==> src/rtl/irq_cpu_pkg.sv <==
package irq_cpu_pkg;
   localparam int unsigned DEF_NUM_SRC = 32;
   localparam int unsigned DEF_PRIO_W  = 4;
   localparam int unsigned DEF_VEC_W   = 8;

   function automatic int unsigned idx_width(input int unsigned n);
      return (n < 2) ? 1 : $clog2(n);
   endfunction
endpackage

==> src/rtl/irq_prio_pick.sv <==
module irq_prio_pick #(
   parameter int unsigned N  = 32,
   parameter int unsigned PW = 4,
   localparam int unsigned IW = irq_cpu_pkg::idx_width(N)
) (
   input  logic [N-1:0]         mask,
   input  logic [N-1:0][PW-1:0] prio,
   output logic                 found,
   output logic [IW-1:0]        idx,
   output logic [PW-1:0]        best
);
   // descending scan with >= leaves the lowest index among equal priorities
   always_comb begin
      found = 1'b0;
      idx   = '0;
      best  = '0;
      for (int i = N - 1; i >= 0; i--) begin
         if (mask[i] && (!found || prio[i] >= best)) begin
            found = 1'b1;
            idx   = i[IW-1:0];
            best  = prio[i];
         end
      end
   end
endmodule

==> src/rtl/irq_cpu_deliver.sv <==
module irq_cpu_deliver #(
   parameter int unsigned NUM_SRC  = irq_cpu_pkg::DEF_NUM_SRC,
   parameter int unsigned PRIO_W   = irq_cpu_pkg::DEF_PRIO_W,
   parameter int unsigned VEC_W    = irq_cpu_pkg::DEF_VEC_W,
   parameter logic [VEC_W-1:0] SPUR_VEC = '1,
   localparam int unsigned SRC_W = irq_cpu_pkg::idx_width(NUM_SRC)
) (
   input  logic              clk,
   input  logic              rst_n,
   input  logic              req_valid,
   input  logic [SRC_W-1:0]  req_src,
   input  logic [PRIO_W-1:0] req_prio,
   input  logic [VEC_W-1:0]  req_vec,
   output logic              req_accept,
   output logic              req_missed,
   input  logic              tp_wr,
   input  logic [PRIO_W-1:0] tp_wdata,
   output logic [PRIO_W-1:0] task_prio,
   input  logic              ack_rd,
   output logic              ack_valid,
   output logic [VEC_W-1:0]  ack_vec,
   input  logic              eoi_wr,
   output logic              irq_out
);
   generate
      if (NUM_SRC < 2) begin : g_bad_src
         $error("NUM_SRC must be at least 2");
      end
      if (PRIO_W < 1 || VEC_W < 1) begin : g_bad_w
         $error("PRIO_W and VEC_W must be positive");
      end
   endgenerate

   logic [NUM_SRC-1:0]             pend_q, svc_q, svc_after;
   logic [NUM_SRC-1:0][PRIO_W-1:0] pprio_q, sprio_q;
   logic [NUM_SRC-1:0][VEC_W-1:0]  pvec_q;
   logic [PRIO_W-1:0]              tp_q;

   logic              p_found, s_found, a_found;
   logic [SRC_W-1:0]  p_idx, s_idx, a_idx;
   logic [PRIO_W-1:0] p_best, s_best, a_best;

   irq_prio_pick #(.N(NUM_SRC), .PW(PRIO_W)) u_pick_pend (
      .mask(pend_q), .prio(pprio_q), .found(p_found), .idx(p_idx), .best(p_best));
   irq_prio_pick #(.N(NUM_SRC), .PW(PRIO_W)) u_pick_svc (
      .mask(svc_q), .prio(sprio_q), .found(s_found), .idx(s_idx), .best(s_best));

   // in-service set as it will be once the top entry is retired
   always_comb begin
      svc_after = svc_q;
      if (s_found) svc_after[s_idx] = 1'b0;
   end

   irq_prio_pick #(.N(NUM_SRC), .PW(PRIO_W)) u_pick_after (
      .mask(svc_after), .prio(sprio_q), .found(a_found), .idx(a_idx), .best(a_best));

   logic above_tp, accept_go, miss_go, ack_go, eoi_go, raise_new, raise_eoi;

   always_comb begin
      above_tp  = req_prio > tp_q;
      accept_go = req_valid && above_tp && !pend_q[req_src];
      miss_go   = req_valid && above_tp &&  pend_q[req_src];
      ack_go    = ack_rd && p_found;
      eoi_go    = eoi_wr && s_found;
      raise_new = (req_prio >= (p_found ? p_best : '0)) &&
                  !(s_found && (req_prio < s_best));
      raise_eoi = p_found && (!a_found || (p_best > a_best));
   end

   generate
      for (genvar i = 0; i < NUM_SRC; i++) begin : g_src
         always_ff @(posedge clk) begin
            if (!rst_n) begin
               pend_q[i]  <= 1'b0;
               svc_q[i]   <= 1'b0;
               pprio_q[i] <= '0;
               pvec_q[i]  <= '0;
               sprio_q[i] <= '0;
            end else begin
               if (accept_go && (req_src == SRC_W'(i))) begin
                  pend_q[i]  <= 1'b1;
                  pprio_q[i] <= req_prio;
                  pvec_q[i]  <= req_vec;
               end else if (ack_go && (p_idx == SRC_W'(i))) begin
                  pend_q[i] <= 1'b0;
               end
               if (ack_go && (p_idx == SRC_W'(i))) begin
                  svc_q[i]   <= 1'b1;
                  sprio_q[i] <= pprio_q[i];
               end else if (eoi_go && (s_idx == SRC_W'(i))) begin
                  svc_q[i] <= 1'b0;
               end
            end
         end
      end
   endgenerate

   always_ff @(posedge clk) begin
      if (!rst_n) begin
         tp_q       <= '1;
         req_accept <= 1'b0;
         req_missed <= 1'b0;
         ack_valid  <= 1'b0;
         ack_vec    <= '0;
         irq_out    <= 1'b0;
      end else begin
         req_accept <= accept_go;
         req_missed <= miss_go;
         ack_valid  <= ack_rd;
         if (tp_wr) tp_q <= tp_wdata;
         if (ack_rd) ack_vec <= p_found ? pvec_q[p_idx] : SPUR_VEC;
         if (ack_rd)                      irq_out <= 1'b0;
         else if (accept_go && raise_new) irq_out <= 1'b1;
         else if (eoi_wr && raise_eoi)    irq_out <= 1'b1;
      end
   end

   assign task_prio = tp_q;
endmodule

==> config.mk <==
export PLATFORM = sky130hd
export DESIGN_NAME = irq_cpu_deliver
export DESIGN_NICKNAME = d
export VERILOG_FILES = /design/src/rtl/irq_cpu_pkg.sv /design/src/rtl/irq_prio_pick.sv /design/src/rtl/irq_cpu_deliver.sv
export SDC_FILE = /design/constraint.sdc
export NUM_CORES = 2
export LEC_CHECK = 0
export BUFFER_PORTS_ARGS = -buffer_cell sky130_fd_sc_hd__clkbuf_2
export CAP_MARGIN = 20
export CELL_PAD_IN_SITES_DETAIL_PLACEMENT = 1
export CELL_PAD_IN_SITES_GLOBAL_PLACEMENT = 1
export CORE_AREA = 5 5 308 310
export CTS_BUF_LIST = sky130_fd_sc_hd__clkbuf_4
export CTS_CLUSTER_DIAMETER = 200
export DETAILED_ROUTE_END_ITERATION = 7
export DIE_AREA = 0 0 313 315
export GPL_ROUTABILITY_DRIVEN = 1
export PLACE_DENSITY_LB_ADDON = 0.1
export RECOVER_POWER = 50
export SLEW_MARGIN = 10
export SYNTH_ARGS = -nofsm -noshare
export SYNTH_HDL_FRONTEND = slang
export SYNTH_SLANG_ARGS = --single-unit
==> constraint.sdc <==
create_clock -name clk -period 147.1 [get_ports clk]
set_input_delay 29.42 -clock clk [delete_from_list [all_inputs] [get_ports clk]]
set_output_delay 29.42 -clock clk [all_outputs]
set_load 0.01 [all_outputs]
-- Word level (Yosys, flattened, before mapping)
Cells that the tools add are included.
- order comparisons: 101
- div/mod/pow operators: 0
- multipliers: 0
- shift-type cells: 0
- mux-type cells: 395
- add/subtract/negate cells: 0
- equal/unequal tests: 93
- bitwise gates (word level): 3
- reduce and logical (&&, ||, !) cells: 459
- operators by type and width (kind ; number):
    4-bit two-way mux ; 97
    4-bit >= comparator ; 94
    5-bit two-way mux ; 64
    5-bit equality test, second input constant ; 48
    1-bit two-way mux ; 228
    1-bit logical AND ; 200
    2-bit nonzero test ; 65
    5-bit by 4-bit equality test with 1-bit output, second input constant ; 24
    1-bit logical NOT ; 96
    1-bit logical OR ; 94
    5-bit by 3-bit equality test with 1-bit output, second input constant ; 12
    8-bit binary-select mux with 5-bit select ; 1
    32-bit AND ; 1
    32-bit two-way mux ; 1
    32-bit inverter ; 1
    5-bit by 2-bit equality test with 1-bit output, second input constant ; 6
    5-bit by 6-bit less-than comparator with 1-bit output, second input constant ; 3
    8-bit two-way mux ; 2
    5-bit by 1-bit equality test with 1-bit output, second input constant ; 3
    5-bit logical NOT ; 3
    4-bit greater-than comparator ; 2
    1-bit binary-select mux with 5-bit select ; 1
    1-bit demux with 5-bit select ; 1
    5-bit by 1-bit >= comparator with 1-bit output, second input constant ; 1
    other kinds (3) ; 3
- bits in registers: 592
- ROM bits: 0
- bits in latches: 0
- memories: 0
- word-level logic and storage cells: 1217
- input bits: 27
- output and inout bits: 16
- memory bits (writable): 0

-- Longest topological paths before layout
- depth after elaboration: 263
- gate-level depth with buffers: 504
- depth with buffers taken out: 496

-- By module
Synthesis repeated with hierarchy kept, for this count alone.
- cell total of the unflattened synthesis: 5247
- area, all modules: 45137.0 um^2
- by module, submodules not included (module ; area an instance (um^2) ; cells an instance ; times used):
    irq_cpu_deliver ; 25697.1 ; 2449 ; 1
    irq_prio_pick at u_pick_pend ; 6566.3 ; 947 ; 1
    irq_prio_pick at u_pick_svc ; 6465.0 ; 933 ; 1
    irq_prio_pick at u_pick_after ; 6408.6 ; 918 ; 1

-- Least setup slack after synthesis
Ideal clock, no wire load.
- kind: register to register
- from: register svc_q[31]
- to: register irq_out
- arrival: 91.873 ns
- period minus slack after synthesis: 91.995 ns
- setup time: 0.122 ns
- slack: 55.105 ns
- stages on the path, launching flop included: 475
- cells stage by stage: dfxtp_1 buf_6 and2_1 inv_1 ha_1 nand2_1 o21ai_1 and4_1 nor3_1 ha_1 a21oi_1 o21ai_0 a31oi_2 mux2_2 ha_1 nand2b_1 a31oi_1 o21ai_2 [439 not listed] ha_1 nand2b_1 a21o_1 a21o_1 a21oi_1 a21oi_1 inv_1 o211ai_1 o21ai_0 ha_1 nor2b_1 o21ai_0 nand2b_1 a21oi_1 a41oi_1 a31oi_1 nor2_1 o311a_1
- longest elaborated chain between the ends: 262
- elaborated cells between the ends (all ways): 428
- ends and longest elaborated chain (what ; line ; RTL):
    start: declaration ; irq_cpu_deliver.sv:34 ; logic [NUM_SRC-1:0] pend_q, svc_q, svc_after;
    start signal: indexed assignment ; irq_cpu_deliver.sv:75 ; svc_q[i] <= 1'b0;
    start signal: indexed assignment ; irq_cpu_deliver.sv:88 ; svc_q[i] <= 1'b1;
    start signal: indexed assignment ; irq_cpu_deliver.sv:91 ; svc_q[i] <= 1'b0;
    4-bit two-way mux or 1-bit two-way mux (tied branches) ; irq_prio_pick.sv:18 ; if (mask[i] && (!found || prio[i] >= best)) begin
    4-bit >= comparator or 1-bit logical NOT (tied branches) ; irq_prio_pick.sv:18 ;
    1-bit logical OR ; irq_prio_pick.sv:18 ;
    1-bit logical AND ; irq_prio_pick.sv:18 ;
    4-bit two-way mux or 1-bit two-way mux (tied branches) ; irq_prio_pick.sv:18 ;
    4-bit >= comparator or 1-bit logical NOT (tied branches) ; irq_prio_pick.sv:18 ;
    1-bit logical OR ; irq_prio_pick.sv:18 ;
    1-bit logical AND ; irq_prio_pick.sv:18 ;
    [246 not listed] ; - ;
    1-bit logical OR ; irq_prio_pick.sv:18 ;
    1-bit logical AND ; irq_prio_pick.sv:18 ;
    4-bit two-way mux or 1-bit two-way mux (tied branches) ; irq_prio_pick.sv:18 ;
    4-bit greater-than comparator or 1-bit logical NOT (tied branches) ; irq_cpu_deliver.sv:67 ; raise_eoi = p_found && (!a_found || (p_best > a_best));
    1-bit logical OR ; irq_cpu_deliver.sv:67 ;
    1-bit logical AND ; irq_cpu_deliver.sv:67 ;
    1-bit logical AND ; irq_cpu_deliver.sv:114 ; else if (eoi_wr && raise_eoi) irq_out <= 1'b1;
    2-bit nonzero test (no source line) ; - ;
    end signal: assignment ; irq_cpu_deliver.sv:112 ; if (ack_rd) irq_out <= 1'b0;
    end signal: assignment ; irq_cpu_deliver.sv:113 ; else if (accept_go && raise_new) irq_out <= 1'b1;
    end signal: assignment ; irq_cpu_deliver.sv:114 ;
    end: declaration ; irq_cpu_deliver.sv:23 ; output logic irq_out
Several ways; a longest one is shown, not always the timed one.
A chain may end at the register's enable or synchronous reset.

-- Worst setup path in the final report
Ends and elaborated chain as after synthesis.

==> impl_metrics.yaml <==
setup_path:
  path_delay_family: "compound AO/OA/AOI/OAI gates"
  r2r_end: "irq_out"
  path_class: "reg -> reg"
  r2r-start: "svc_q[31]"
  critPathSlowestCell: "nor3_1"
  rr_worst_depth: 472
  crit_start: "svc_q[31]"
  worstPathMaxFanout: 12
  crit_top_cell: "ha_1"
  cpPeakStageDelay_ns: 0.75
  cp-endpoint: "irq_out"
  critPathLaunchType: "register"
  worst_setup_path_end_kind: "register"
  r2r_setup_slack_ns: 42.10
  cp.arrival_ns: 105.89
  crit_buf_inv: 17
  crit_cells: 472
  cp.required_ns: 147.99
layout:
  final_cell_mix: "nor2_1, dfxtp_1, mux2i_1"
  layout.nets: 5388
  drive_gt1_share_pct: 11.54
  syn_to_final_growth_pct: 8.140
  final_util_pct: 48.27
  regArea_sq_um: 11850
  multi_input_area_sq_um: 27170
  n_fill_cell: 11143
  final_common_cell: "nor2_1"
yosys:
  synth_area_leaders: "dfxtp_1, mux2i_1, ha_1"
  synth-edff-count: 0
  synthFlopType: "dfxtp_1"
  yosys.area.top_type_share_pct: 29.05
  syn_area_per_cell_sq_um: 8.157
  syn_inst: 5001
  ys_ff_latch: 592
  syn_nets: 5365
  yosys_warnings: 0
  yosysTopAreaCell: "dfxtp_1"
  async_flop_share_pct: 0
  synth.distinct_cells: 113
  synth-seq-area-share_pct: 29.05
  syn_area_sq_um: 40790
place:
  port_buffers: 42
  dp_hpwl_um: 108300
  place_congestion: 0.9132
clock_tree:
  cts_tree: "built"
  clkLatencyLatePin_ns: 1.04
  hold_buffers: 0
  clock-sinks: 592
  cts-htree-levels: 4
  cts_resized: 0
  cts_setup_buffers: 0
  cts.reportedPaths.clkPinSlew_ns: 0.06
  clockRootBuffer: "clkbuf_4"
  cts_buffers: 162
  cts_max_path_buffers: 3
sta:
  hold_violations: 0
  post-route-period-util_pct: 71.38
  finalSetupViolCount: 0
  period_needed_ns: 105.00
  tightest_slew_ns: 9.379
  fin_setup_tns_ns: 0
  fmax_ghz: 0.009524
  slew-limit-headroom_pct: -525.2
  skew_ns: 0.06211
  rsz0062_at_grt: "no"
  slew_viol_final: 585
drt:
  wl_per_cell_um: 22.96
  remaining_drc_errors: 0
  drt_iter0_markers: 2532
  routed_wl_um: 145100
  num_vias: 37587
  drt_first_pass_iters: 5
  drtAntennaViolNets: 0
  via_per_inst: 5.947
global_routing:
  grt_pass1_wl_um: 223800
  grt_usage_pct: 28.71
  grt_max_degree: 220
  antenna_found_initial: 5
  grt_remaining_overflow: 0
  grt_pass1_vias: 37880
flow_run:
  max_cap_violations: 3
status:
  status: "finished with violations"
  failed_checks: "capacitance limit, slew limit"
floorplan:
  core_sq_um: 91390
  fp.dieW_um: 313
  rows: 111
  start_util_pct: 44.64
  die_h_um: 315
  ios: 43
  die-area_sq_um: 98600
min_path:
  holdCritPathClass: "reg -> reg"
power_and_ir_drop:
  powerDensity_nw_per_um2: 7.647
  peakVddDrop_mv: 0.007333
  leakagePower_nw: 19.26
## synth_stat cells (58+ instances only)
| cell | number |
|---|---|
| mux2i_1 | 512 |
| nor3_1 | 60 |
| dfxtp_1 | 592 |
| nand2_1 | 489 |
| mux2_2 | 155 |
| nand2b_1 | 139 |
| o21ai_0 | 149 |
| a21o_1 | 120 |
| o21a_1 | 58 |
| nand3_1 | 65 |
| nor2_1 | 674 |
| a21oi_1 | 440 |
| clkbuf_1 | 217 |
| o211ai_1 | 83 |
| ha_1 | 337 |
| inv_1 | 253 |
## layer usage
layer / track usage [%] / vias to the layer above / wire, um
li1: - / 17927 / -
met1: 39.83 / 18541 / 68990
met2: 45.62 / 891 / 64270
met3: 4.516 / 226 / 6934
met4: 9.869 / 2 / 4895
met5: 0 / - / 7
## cell families after synthesis
group / after synthesis / share of synthesized area [%]
AND/OR/NAND/NOR: 1686 / 18.70
adder cells (fa/ha/maj): 341 / 10.43
flip-flops: 592 / 29.05
buffers and inverters: 490 / 4.592
AO/OA/AOI/OAI: 1208 / 19.57
multiplexers: 684 / 17.65
## worst reg2reg max path: cells and delay by family (launching register included)
kind / cells / cell delay (ns)
compound gates: 215 / 48.34
fa+ha+maj: 67 / 18.08
buf+inv: 17 / 1.94
flops: 1 / 0.66
mux: 35 / 13.37
simple gates: 138 / 22.53
## per-stage QoR
| stage | instance area, sq um | cells | power, mW | hold slack [ns] | worst slack [ns] |
|---|---|---|---|---|---|
| after global routing | 44110 | 6318 | 0.3520 | 0.4749 | 34.23 |
| after floorplan | 40790 | 5001 | 0.1786 | 0.4317 | 55.10 |
| after CTS | 44150 | 6314 | 0.3424 | 0.4598 | 42.95 |
| after global placement | 42070 | 6042 | 0.1864 | 0.4396 | 47.27 |
| final | 44110 | 6320 | 0.3373 | 0.4598 | 42.10 |
| after detailed placement | 42080 | 6043 | 0.1867 | 0.4510 | 43.50 |
## worst min path at each step
stage                     slack (ns)    startpoint            to  cells after the start
after floorplan                 0.43  sprio_q[125]  sprio_q[125]                      2
after global placement          0.44   pvec_q[242]   pvec_q[242]                      2
after detailed placement        0.45   pvec_q[242]   pvec_q[242]                      2
after CTS                       0.46   pvec_q[242]   pvec_q[242]                      2
after global routing            0.47   pvec_q[243]   pvec_q[243]                      2
final                           0.46   pvec_q[242]   pvec_q[242]                      2
## registers in the layout, indices dropped and copies added (netlist names)
signal / flops
svc_q: 32
irq_out: 1
ack_valid: 1
sprio_q: 128
pprio_q: 128
ack_vec: 8
pvec_q: 256
task_prio: 4
req_accept: 1
pend_q: 32
req_missed: 1
## final cells by class
| cell class | instances | area share (%) |
|---|---|---|
| Clock buffer | 242 | 4.118 |
| Antenna cell | 3 | 0.01702 |
| Multi-Input combinational cell | 3919 | 61.58 |
| Tap cell | 1186 | 3.364 |
| Sequential cell | 592 | 26.87 |
| Clock inverter | 29 | 0.5701 |
| Timing Repair Buffer | 95 | 1.319 |
| Inverter | 254 | 2.164 |
## power breakdown
part | internal [mW] | switching [mW]
sequential | 0.161 | 0.000613
combinational | 0.00560 | 0.0157
clock | 0.0830 | 0.0714
total | 0.250 | 0.0877
Power figures use the tool's default switching activity.
